`src/rtl/timer_chan_pkg.sv`:
```
package timer_chan_pkg;
  localparam int MODE_W   = 16;
  localparam int RSVD_BIT = 11;
  localparam int EDGE_LO  = 6;
  localparam int TRIG_LO  = 8;

  typedef enum logic [2:0] {
    K_INTERVAL,
    K_CAPTURE,
    K_EVENT,
    K_ONESHOT,
    K_PULSEW,
    K_HALT
  } kind_e;

  typedef struct packed {
    logic load;
    logic clear;
    logic decr;
    logic incr;
    logic capture;
    logic irq;
    logic toggle;
  } strobe_t;

  function automatic kind_e decodeKind(input logic [2:0] code);
    case (code)
      3'b000:  return K_INTERVAL;
      3'b010:  return K_CAPTURE;
      3'b011:  return K_EVENT;
      3'b100:  return K_ONESHOT;
      3'b110:  return K_PULSEW;
      default: return K_HALT;
    endcase
  endfunction
endpackage

```
`src/rtl/timer_chan_ctrl.sv`:
```
module timer_chan_ctrl
  import timer_chan_pkg::*;
#(
  parameter int SYNC_N = 2
) (
  input  logic              clk,
  input  logic              rstN,
  input  logic              timerIn,
  input  logic              swStart,
  input  logic              countEn,
  input  logic              modeWr,
  input  logic [MODE_W-1:0] modeWrData,
  input  logic              cntZero,
  output logic [MODE_W-1:0] modeQ,
  output strobe_t           strb
);
  localparam int TAP_NEW = SYNC_N - 1;
  localparam int TAP_OLD = SYNC_N;

  logic [SYNC_N:0] syncQ;
  logic enQ, enD, runQ, runD;
  logic rise, fall, anyEdge, startEdge, stopEdge, trig;
  kind_e kind;
  logic [1:0] edgeSel;
  logic [2:0] trigSel;
  logic retrig;

  always_ff @(posedge clk) begin
    if (!rstN) syncQ <= '0;
    else       syncQ <= {syncQ[SYNC_N-1:0], timerIn};
  end

  assign rise = syncQ[TAP_NEW] & ~syncQ[TAP_OLD];
  assign fall = ~syncQ[TAP_NEW] & syncQ[TAP_OLD];

  always_ff @(posedge clk) begin
    if (!rstN) begin
      modeQ <= '0;
    end else if (modeWr) begin
      modeQ <= modeWrData;
      modeQ[RSVD_BIT] <= 1'b0;
    end
  end

  assign kind    = decodeKind(modeQ[3:1]);
  assign edgeSel = modeQ[EDGE_LO+1:EDGE_LO];
  assign trigSel = modeQ[TRIG_LO+2:TRIG_LO];
  assign retrig  = modeQ[0];

  always_comb begin
    case (edgeSel)
      2'b00:   anyEdge = fall;
      2'b01:   anyEdge = rise;
      default: anyEdge = rise | fall;
    endcase
    startEdge = edgeSel[0] ? rise : fall;
    stopEdge  = edgeSel[0] ? fall : rise;
  end

  always_comb begin
    strb = '0;
    enD  = enQ;
    runD = runQ;
    trig = (trigSel == 3'b000) ? swStart : (enQ & anyEdge);
    if (modeWr) begin
      enD  = 1'b0;
      runD = 1'b0;
    end else begin
      if (swStart && kind != K_HALT) enD = 1'b1;
      case (kind)
        K_INTERVAL: begin
          if (swStart) strb.load = 1'b1;
          else if (enQ && countEn) begin
            if (cntZero) begin
              strb.load = 1'b1; strb.irq = 1'b1; strb.toggle = 1'b1;
            end else strb.decr = 1'b1;
          end
        end
        K_CAPTURE: begin
          if (swStart) strb.clear = 1'b1;
          else if (enQ) begin
            if (anyEdge) begin
              strb.capture = 1'b1; strb.clear = 1'b1; strb.irq = 1'b1;
            end else if (countEn) strb.incr = 1'b1;
          end
        end
        K_EVENT: begin
          if (swStart) strb.load = 1'b1;
          else if (enQ && anyEdge) begin
            if (cntZero) begin
              strb.load = 1'b1; strb.irq = 1'b1; strb.toggle = 1'b1;
            end else strb.decr = 1'b1;
          end
        end
        K_ONESHOT: begin
          if (trig && (!runQ || retrig)) begin
            strb.load = 1'b1;
            runD      = 1'b1;
          end else if (runQ && countEn) begin
            if (cntZero) begin
              strb.irq = 1'b1; strb.toggle = 1'b1;
              runD     = 1'b0;
            end else strb.decr = 1'b1;
          end
        end
        K_PULSEW: begin
          if (enQ) begin
            if (!runQ) begin
              if (startEdge) begin
                strb.clear = 1'b1;
                runD       = 1'b1;
              end
            end else if (stopEdge) begin
              strb.capture = 1'b1; strb.irq = 1'b1;
              runD         = 1'b0;
            end else if (countEn) strb.incr = 1'b1;
          end
        end
        default: ;
      endcase
    end
  end

  always_ff @(posedge clk) begin
    if (!rstN) begin
      enQ  <= 1'b0;
      runQ <= 1'b0;
    end else begin
      enQ  <= enD;
      runQ <= runD;
    end
  end
endmodule

```
`src/rtl/timer_chan_dp.sv`:
```
module timer_chan_dp
  import timer_chan_pkg::*;
#(
  parameter int CNT_W = 16
) (
  input  logic             clk,
  input  logic             rstN,
  input  strobe_t          strb,
  input  logic             dataWr,
  input  logic [CNT_W-1:0] dataWrData,
  output logic [CNT_W-1:0] cntQ,
  output logic [CNT_W-1:0] capQ,
  output logic [CNT_W-1:0] dataQ,
  output logic             irqQ,
  output logic             togQ,
  output logic             cntZero
);
  localparam logic [CNT_W-1:0] ONE = CNT_W'(1);

  assign cntZero = (cntQ == '0);

  always_ff @(posedge clk) begin
    if (!rstN)       dataQ <= '0;
    else if (dataWr) dataQ <= dataWrData;
  end

  always_ff @(posedge clk) begin
    if (!rstN)           cntQ <= '0;
    else if (strb.load)  cntQ <= dataQ;
    else if (strb.clear) cntQ <= '0;
    else if (strb.decr)  cntQ <= cntQ - ONE;
    else if (strb.incr)  cntQ <= cntQ + ONE;
  end

  always_ff @(posedge clk) begin
    if (!rstN) begin
      capQ <= '0;
      irqQ <= 1'b0;
      togQ <= 1'b0;
    end else begin
      if (strb.capture) capQ <= cntQ;
      irqQ <= strb.irq;
      if (strb.toggle) togQ <= ~togQ;
    end
  end
endmodule

```
`src/rtl/timer_chan.sv`:
```
module timer_chan
  import timer_chan_pkg::*;
#(
  parameter int CNT_W  = 16,
  parameter int SYNC_N = 2
) (
  input  logic             clk,
  input  logic             rstN,
  input  logic             countEn,
  input  logic             timerIn,
  input  logic             swStart,
  input  logic             regWrEn,
  input  logic             regAddr,
  input  logic [CNT_W-1:0] regWrData,
  output logic [CNT_W-1:0] regRdData,
  output logic [CNT_W-1:0] cntValue,
  output logic [CNT_W-1:0] capValue,
  output logic             irqPulse,
  output logic             toggleOut
);
  logic [MODE_W-1:0] modeQ;
  logic [CNT_W-1:0]  dataQ;
  strobe_t           strb;
  logic              cntZero;
  logic              modeWr, dataWr;

  assign modeWr = regWrEn & ~regAddr;
  assign dataWr = regWrEn & regAddr;

  timer_chan_ctrl #(.SYNC_N(SYNC_N)) ctrlInst (
    .clk(clk), .rstN(rstN), .timerIn(timerIn), .swStart(swStart),
    .countEn(countEn), .modeWr(modeWr), .modeWrData(regWrData[MODE_W-1:0]),
    .cntZero(cntZero), .modeQ(modeQ), .strb(strb)
  );

  timer_chan_dp #(.CNT_W(CNT_W)) dpInst (
    .clk(clk), .rstN(rstN), .strb(strb), .dataWr(dataWr),
    .dataWrData(regWrData), .cntQ(cntValue), .capQ(capValue),
    .dataQ(dataQ), .irqQ(irqPulse), .togQ(toggleOut), .cntZero(cntZero)
  );

  always_comb begin
    regRdData = '0;
    if (regAddr) regRdData = dataQ;
    else         regRdData[MODE_W-1:0] = modeQ;
  end
endmodule

```
`config.mk`:
```
export PLATFORM = sky130hd
export DESIGN_NAME = timer_chan
export DESIGN_NICKNAME = d
export VERILOG_FILES = /design/src/rtl/timer_chan_pkg.sv /design/src/rtl/timer_chan_ctrl.sv /design/src/rtl/timer_chan_dp.sv /design/src/rtl/timer_chan.sv
export SDC_FILE = /design/constraint.sdc
export NUM_CORES = 1
export LEC_CHECK = 0
export BUFFER_PORTS_ARGS = -buffer_cell sky130_fd_sc_hd__buf_4
export CAP_MARGIN = 20
export CORE_AREA = 2 2 90 92
export CTS_CLUSTER_DIAMETER = 80
export DETAILED_ROUTE_END_ITERATION = 8
export DIE_AREA = 0 0 92 94
export PLACE_DENSITY = 0.74
export SETUP_SLACK_MARGIN = 0.15
export SYNTH_ARGS = -nofsm -noshare
export SYNTH_HDL_FRONTEND = slang
export SYNTH_SLANG_ARGS = --single-unit
```
`constraint.sdc`:
```
create_clock -name clk -period 5.8 [get_ports clk]
set_input_delay 1.16 -clock clk [delete_from_list [all_inputs] [get_ports clk]]
set_output_delay 1.16 -clock clk [all_outputs]
set_load 0.01 [all_outputs]
```
**After elaboration in Yosys (flattened, before gate mapping)**

Cells that the tools add are included.
W data, S select, Z words.

- Add/subtract/negate cells: 2
- $mul: 0
- Divide/modulo/power cells: 0
- $lt $le $gt $ge: 0
- Eq/ne operators: 13
- Shift operators: 0
- Multiplexer cells: 59
- Bitwise gates (word level): 11
- Reduce and logical (&&, ||, !) cells: 16

Operators by type and width:

| cell | count |
|---|---|
| $mux W16 | 5 |
| $mux W1 | 31 |
| $mux W2 | 9 |
| $add A16 B1 Y16 const B | 1 |
| $logic_not A16 Y1 | 1 |
| $sub A16 B1 Y16 const B | 1 |
| $pmux W3 S5 | 1 |
| $eq A3 B2 Y1 const B | 4 |
| $mux W3 | 4 |
| $eq A3 B3 Y1 const B | 3 |
| $logic_not A3 Y1 | 3 |
| $pmux W1 S3 | 3 |
| $mux W7 | 1 |
| $pmux W1 S2 | 3 |
| $and A1 B1 Y1 | 5 |
| $logic_and A1 B1 Y1 | 5 |
| $not A1 Y1 | 5 |
| $pmux W1 S5 | 1 |
| $pmux W2 S2 | 1 |
| $reduce_and A4 Y1 | 1 |
| $reduce_bool A4 Y1 | 1 |
| $eq A3 B1 Y1 const B | 1 |
| $ne A3 B1 Y1 const B | 1 |
| $ne A3 B2 Y1 const B | 1 |
| 9 further kinds | 9 |

- Register bits: 70
- Latch bits: 0
- RAM bits: 0
- ROM bits: 0
- Bits of input ports: 23
- Memories: 0

**Longest topological paths before layout**

Gate-level depths: netlist of the first run.

- Depth after elaboration: 14
- Mapped depth: 15
- Gate-level depth less buffers: 15

**Modules after synthesis**

Synthesis of the first run repeated with hierarchy kept, for this count alone.

- Cells, all modules: 456
- Area, all modules: 4,166.5 µm²

By module, submodules not included:

| module | times used | cells each | area each (µm²) |
|---|---|---|---|
| timer_chan_dp | 1 | 303 | 2,720.1 |
| timer_chan_ctrl | 1 | 133 | 1,188.6 |
| timer_chan | 1 | 20 | 257.7 |

**Worst setup path before layout of the first run**

No wires, ideal clock.

- Path type: input-to-reg
- Start point: in countEn
- End point: reg dpInst.cntQ[15]
- Library setup time: 0.123 ns
- Data arrival time: 4.410 ns
- Data required time: 5.677 ns
- Slack: 1.267 ns
- Stages on the path: 12
- Cells stage by stage: or3b_1 a311oi_2 o21ai_2 a211oi_4 ha_1 a21oi_1 o211ai_1 a2111oi_0 nor3_1 a41oi_1 xnor2_1 o21ai_1

- Word-level cells in the longest chain between the ends: 8
- Elaborated cells between the ends (all ways): 23
- Those cells by class: mux (20); reduce/logical (3)

RTL lines:

| item | line | source |
|---|---|---|
| start: declaration | timer_chan.sv:9 | `input logic countEn,` |
| $logic_and A1 B1 Y1, on equally long branches | timer_chan_ctrl.sv:99, timer_chan_ctrl.sv:73 |  |
| $mux W1, on equally long branches | timer_chan_ctrl.sv:99, timer_chan_ctrl.sv:73 |  |
| $mux W1, on equally long branches | timer_chan_ctrl.sv:96, timer_chan_ctrl.sv:72 |  |
| $pmux W1 S3 | timer_chan_ctrl.sv:70 | `case (kind)` |
| $mux W7 * | timer_chan_ctrl.sv:65 | `if (modeWr) begin` |
| $mux W16 | timer_chan_dp.sv:31 | `else if (strb.decr) cntQ <= cntQ - ONE;` |
| $mux W16 | timer_chan_dp.sv:30 | `else if (strb.clear) cntQ <= '0;` |
| $mux W16 | timer_chan_dp.sv:29 | `else if (strb.load) cntQ <= dataQ;` |
| end signal: assignment | timer_chan_dp.sv:29 |  |
| end signal: assignment | timer_chan_dp.sv:31 |  |
| end signal: assignment | timer_chan_dp.sv:32 | `else if (strb.incr) cntQ <= cntQ + ONE;` |
| end: declaration | timer_chan_dp.sv:11 | `output logic [CNT_W-1:0] cntQ,` |

Mark *: on every way between the ends. The rest lies on a longest branch, timed or not.
A chain may end at the register's enable or synchronous reset.

**Final worst setup path of the first run**

Same ends and word-level chain as after synthesis.

==> qor.yml, run 1 <==
status: "finished, final reports clean"
met2_length_mm: 5.181
pwr-share-clk_pct: 36.4
wirelength_mm: 11.29
gp_congestion: 0.9313
leakagePower_nw: 2.089
clk_latency_ns: 0.36
die_y_um: 94
critPathMaxFanout: 10
yosys_warnings: 0
viasPerCell: 5.932
yosys.area_share.xor_xnor_pct: 2.813
async_flop_share_pct: 0
avgSynthCellArea_um2: 8.433
die-area_mm2: 0.008648
setup_viol_count_final: 0
max_stage_delay_ns: 0.69
drt-wirelength-per-cell_um: 17.50
finalCritPeriodShare_pct: 82.65
arrival_ns: 5.03
antenna_left: 0
synth_cell_types: 62
synth_edf_count: 0
ys.flop_type: "dfxtp_1"
grt_max_degree: 56
dr.pass1.iters: 4
hold_viol: 0
rrSetupSlack_ns: 1.41
cp_slowest_cell: "a2111oi_0"
synthesis.area_mm2: 0.004048
synth_top_family_by_area: "compound AO/OA/AOI/OAI gates"
wl_met3_um: 661
final_cell_mix: "81 x nand2_1, 75 x buf_4, 70 x dfxtp_1, 55 x a21oi_1, 32 x nor2_1"
cts-root-buf: "clkbuf_8"
synth.largest_area_cell: "dfxtp_1"
hold_ws_ns: 0.4575
p_sw_share_pct: 30.46
start_util_pct: 53.21
cts_made_buffers: 9
synth_top_area_share_pct: 34.62
numPortBuffers: 72
grt_pass1_vias: 3580
vias: 3826
syn_to_final_growth_pct: 19.10
cp.required_ns: 6.04
seqPwrFrac_pct: 44.0
synth_nets: 520
synthTopCellsByArea: "dfxtp_1 35%, nand2_1 7.5%, a21oi_1 6.8%"
ios: 73
finalNetCount: 578
maxCapViolCount: 0
post_cts_resize_count: 0
p_int_mw: 0.8627
relSlewSlack_pct: 36.79
h-tree-depth: 3
fp.dieW_um: 92
final_common_cell: "nand2_1"
p_sw_mw: 0.3778
overflow: 0
synth.area.mux_share_pct: 9.212
synthAdderAreaFrac_pct: 5.440
coreArea_mm2: 0.007607
dp_hpwl_mm: 7.887
synth_seq_cells: 70
min_period_ns: 4.794
multiInputGateArea_mm2: 0.002465
met1_length_mm: 5.123
worstMarginPinSlew_ns: 0.9481
cp-end-kind: "flop"
grt_use_total_pct: 26.84
synthSimpleGateAreaFrac_pct: 20.37
cts_buffer_depth: 2
rsz0062_at_grt: "no"
setup.worst_path.start_class: "input pin"
p_comb_share_pct: 19.6
top_layer: "met4"
synth-seq-area-share_pct: 34.62
crit_type: "input pin to flop"
diodes: 0
synth_cells: 480
ir_worst_vdd_mv: 0.1750
critical_path.cell_chain: "buf_4, or3b_1, a311oi_2, o21ai_2, a211oi_4, buf_4, ha_1, nor3_1, nor3b_1, a2111oi_0, nor3_1, a41oi_1, xnor2_1, o21ai_1"
rows: 32
hold_class: "flop to flop"
antenna_found_initial: 0
clk_pin_slew_ns: 0.08
cts_setup_buffers: 0
hold_buffers: 0
max_freq_mhz: 208.6
final_layout_size_suffix_gt1_share_pct: 23.20
power_density_mw_per_mm2: 257.3
nFillCells: 695
slew_viol_final: 0
drc: 0
setup_tns_ns: 0
grt_pass1_wl_mm: 18.30
cts.sinks: 70
cts_tree: "built"
regArea_mm2: 0.001401
dr.first_iter.drc_count: 190
fin_skew_ns: 0.01009
synth-compound-area-share_pct: 23.06
## cell usage after synthesis (5+ instances only)
library cell / n
o31ai_2: 6
nand3_1: 6
nor3_1: 14
nor2_1: 32
a21oi_1: 55
inv_1: 10
xnor2_1: 6
clkbuf_1: 16
mux2i_1: 20
nand2b_1: 5
xor2_1: 7
nor4_1: 11
ha_1: 16
a211oi_1: 7
nor2b_1: 5
o21ai_0: 8
and2_1: 7
o211ai_1: 5
a22oi_1: 7
dfxtp_1: 70
nand2_1: 81
mux2_2: 14
## power by group through the flow
stage | sequential, mW | combinational, mW | clock, mW
floorplan | 0.546 | 0.162 | 0
global placement | 0.554 | 0.234 | 0
detailed placement | 0.555 | 0.239 | 0
CTS | 0.544 | 0.242 | 0.454
global route | 0.549 | 0.265 | 0.472
finish | 0.545 | 0.243 | 0.452
## path summary, 6_finish.rpt
check	start	to	cells past startpoint
setup / recovery	countEn	dpInst.cntQ[15]	14
hold / removal	ctrlInst.syncQ[0]	ctrlInst.syncQ[1]	1
setup reg to reg	ctrlInst.modeQ[1]	dpInst.cntQ[15]	13
hold reg to reg	ctrlInst.syncQ[0]	ctrlInst.syncQ[1]	1
## kinds of logic (layout without fill, tap and decap cells)
| family | after synthesis | count (layout) |
|---|---|---|
| buffers and inverters | 39 | 102 |
| and+or+nand+nor | 177 | 177 |
| AOI/OAI and AO/OA | 129 | 129 |
| adders and majority gates | 17 | 17 |
| DFF | 70 | 70 |
| muxes | 35 | 35 |
| xor gates and xnor gates | 13 | 13 |
## state kept, by name, indices dropped and copies added (netlist names)
register,cells
dpInst.dataQ,16
dpInst.capQ,16
ctrlInst.modeQ,15
ctrlInst.runQ,1
ctrlInst.syncQ,3
dpInst.cntQ,16
dpInst.togQ,1
ctrlInst.enQ,1
dpInst.irqQ,1
## final cells by class
cell class	count	share of cell area [%]
Multi-Input combinational cell	371	51.13
Sequential cell	70	29.07
Timing Repair Buffer	75	11.68
Clock buffer	10	2.855
Tap cell	102	2.647
Clock inverter	6	1.765
Inverter	11	0.8565
## layer usage
layer	up-vias	track usage, %
met3	24	4.815
li1	1859	-
met4	0	11.44
met5	-	0
met1	1822	35.16
met2	121	43.57
## metrics by stage
step / total power, mW / utilization [%] / cell area, um2 / instances / setup WS [ns]
2_1_floorplan: 0.7073 / - / 4048 / 480 / 1.267
3_3_place_gp: 0.7886 / 60.44 / 4598 / 629 / 0.8774
6_report: 1.240 / 63.37 / 4821 / 645 / 1.006
3_5_place_dp: 0.7944 / 60.44 / 4598 / 629 / 0.8175
5_1_grt: 1.286 / 63.37 / 4821 / 645 / 0.6473
4_1_cts: 1.240 / 63.37 / 4821 / 645 / 1.077
## worst max-delay path, delay by kind of cell
| family | cells | cell delay (ns) |
|---|---|---|
| and+or+nand+nor | 4 | 1.07 |
| xor gates and xnor gates | 1 | 0.15 |
| AOI/OAI and AO/OA | 6 | 1.97 |
| adders and majority gates | 1 | 0.30 |
| buffers and inverters | 2 | 0.39 |
(Power assumes the default switching activity.)
==> run 2, diff against run 1 <==
- CORE_AREA: 2 2 90 92 -> 2 2 93 95
- DIE_AREA: 0 0 92 94 -> 0 0 95 97
- PLACE_DENSITY: 0.74 -> 0.73
- clock period: 5.8 -> 4.2 ns (I/O delays scaled with it)
==> run 2 against run 1 <==
  * Total power is 37% higher
  * Critical path type unchanged
  * Worst setup slack worse by 0.53 ns
  * Non-clock buffer count increased by 17
  * Global-route usage is 0.40 points lower
  * Clock skew up 0.0014 ns
==> qor.yml, run 2 (same netlist as run 1, synthesis figures left out) <==
rsz0062_at_grt: "no"
final_common_cell: "buf_4"
wl_met3_um: 780
dp_cells: 649
status: "finished, final reports clean"
clk_latency_ns: 0.36
cts_setup_buffers: 0
hold_depth: 1
cts_buffer_depth: 2
numPortBuffers: 72
final_util_pct: 61.58
max_freq_mhz: 268.3
overflow: 0
antenna_left: 0
fin_skew_ns: 0.01149
critPathMaxFanout: 18
syn_to_final_growth_pct: 23.74
final_layout_size_suffix_gt1_share_pct: 26.61
dr.first_iter.drc_count: 200
power_mw: 1.705
coreArea_mm2: 0.008134
start_util_pct: 49.76
slew_viol_final: 0
nFillCells: 728
met2_length_mm: 5.553
cts-root-buf: "clkbuf_8"
h-tree-depth: 3
hold_viol: 0
finalCritPeriodShare_pct: 88.75
grt_pass1_wl_mm: 19.25
hold_buffers: 0
cts_made_buffers: 9
worst_slack_ns: 0.4726
final_cell_mix: "91 x buf_4, 81 x nand2_1, 70 x dfxtp_1, 55 x a21oi_1, 32 x nor2_1"
drt-wirelength-per-cell_um: 17.80
maxCapViolCount: 0
cp.required_ns: 4.44
clk_pin_slew_ns: 0.08
fp.dieW_um: 95
min_period_ns: 3.727
cts.sinks: 70
stdcell_area_mm2: 0.005009
instances_no_fill: 665
dr.pass1.iters: 5
vias: 3945
crit_cells: 14
hold_class: "flop to flop"
rows: 33
placed_area_mm2: 0.004803
gp_congestion: 0.9802
top_regs: "dpInst.capQ x16, dpInst.cntQ x16, dpInst.dataQ x16"
antenna_found_initial: 0
setup_tns_ns: 0
worstMarginPinSlew_ns: 0.9780
leakagePower_nw: 2.155
finalNetCount: 595
top_layer: "met4"
critical_path.cell_chain: "buf_4, or3b_1, a311oi_2, o21ai_2, a211oi_4, buf_12, ha_4, nor3_1, nor3b_1, a2111oi_2, nor3_1, a41oi_1, xnor2_1, o21ai_1"
drc: 0
crit_family: "compound AO/OA/AOI/OAI gates"
cp-end-kind: "flop"
setup_viol_count_final: 0
cp.buffers_inverters: 2
ir_worst_vdd_mv: 0.2134
wirelength_mm: 11.84
worst_path_most_repeated_cell: "nor3_1"
crit_type: "input pin to flop"
hold_ws_ns: 0.4542
die_y_um: 97
grt_pass1_vias: 3735
place_ws_ns: 0.1477
reg2regPathDepth: 15
grt_max_degree: 56
dp_hpwl_mm: 8.277
post_cts_resize_count: 0
max_stage_delay_ns: 0.46
power_density_mw_per_mm2: 340.4
grt_use_total_pct: 26.43
relSlewSlack_pct: 34.80
cp_slowest_cell: "a2111oi_2"
ios: 73
diodes: 0
die-area_mm2: 0.009215
arrival_ns: 3.97
cts_tree: "built"
met1_length_mm: 5.159
setup.worst_path.start_class: "input pin"
viasPerCell: 5.932
-- run 2: final timing paths --
| kind | start | to | slack (ns) |
|---|---|---|---|
| max reg2reg | ctrlInst.syncQ[1] | dpInst.cntQ[15] | 0.54 |
| min | ctrlInst.syncQ[0] | ctrlInst.syncQ[1] | 0.45 |
| min reg2reg | ctrlInst.syncQ[0] | ctrlInst.syncQ[1] | 0.45 |
| max | countEn | dpInst.cntQ[15] | 0.47 |
-- run 2: where the power goes --
| group | switching (mW) | internal [mW] | leakage, nW |
|---|---|---|---|
| Combinational | 0.201 | 0.168 | 1.49 |
| Sequential | 0.0557 | 0.698 | 0.571 |
| Clock | 0.300 | 0.282 | 0.0944 |
-- run 2: worst register-to-register path: stages (launching register included) --
cell       delay [ns]
dfxtp_1          0.34
inv_1            0.06
ha_1             0.29
nand2_1          0.19
o2111ai_1        0.15
a21o_1           0.26
a211oi_4         0.29
buf_12           0.21
ha_4             0.23
nor3_1           0.28
nor3b_1          0.14
a2111oi_2        0.46
nor3_1           0.14
a41oi_1          0.28
xnor2_1          0.14
o21ai_1          0.08
-- run 2: layer usage --
metal  vias to the layer above  global-route usage, %
met5                         -                      0
li1                       1888                      -
met2                       138                  40.64
met3                        22                  6.075
met1                      1897                  35.58
met4                         0                  10.59
-- run 2: layout make-up --
type | instances | area (um2) | share of cell area (%)
multi-input cells | 371 | 2526 | 50.44
clock inverters | 7 | 81.33 | 1.624
inverters | 11 | 41.29 | 0.8244
flip-flops and latches | 70 | 1401 | 27.98
repair buffers | 92 | 703.2 | 14.04
clock buffers | 9 | 123.9 | 2.473
well taps | 105 | 131.4 | 2.623
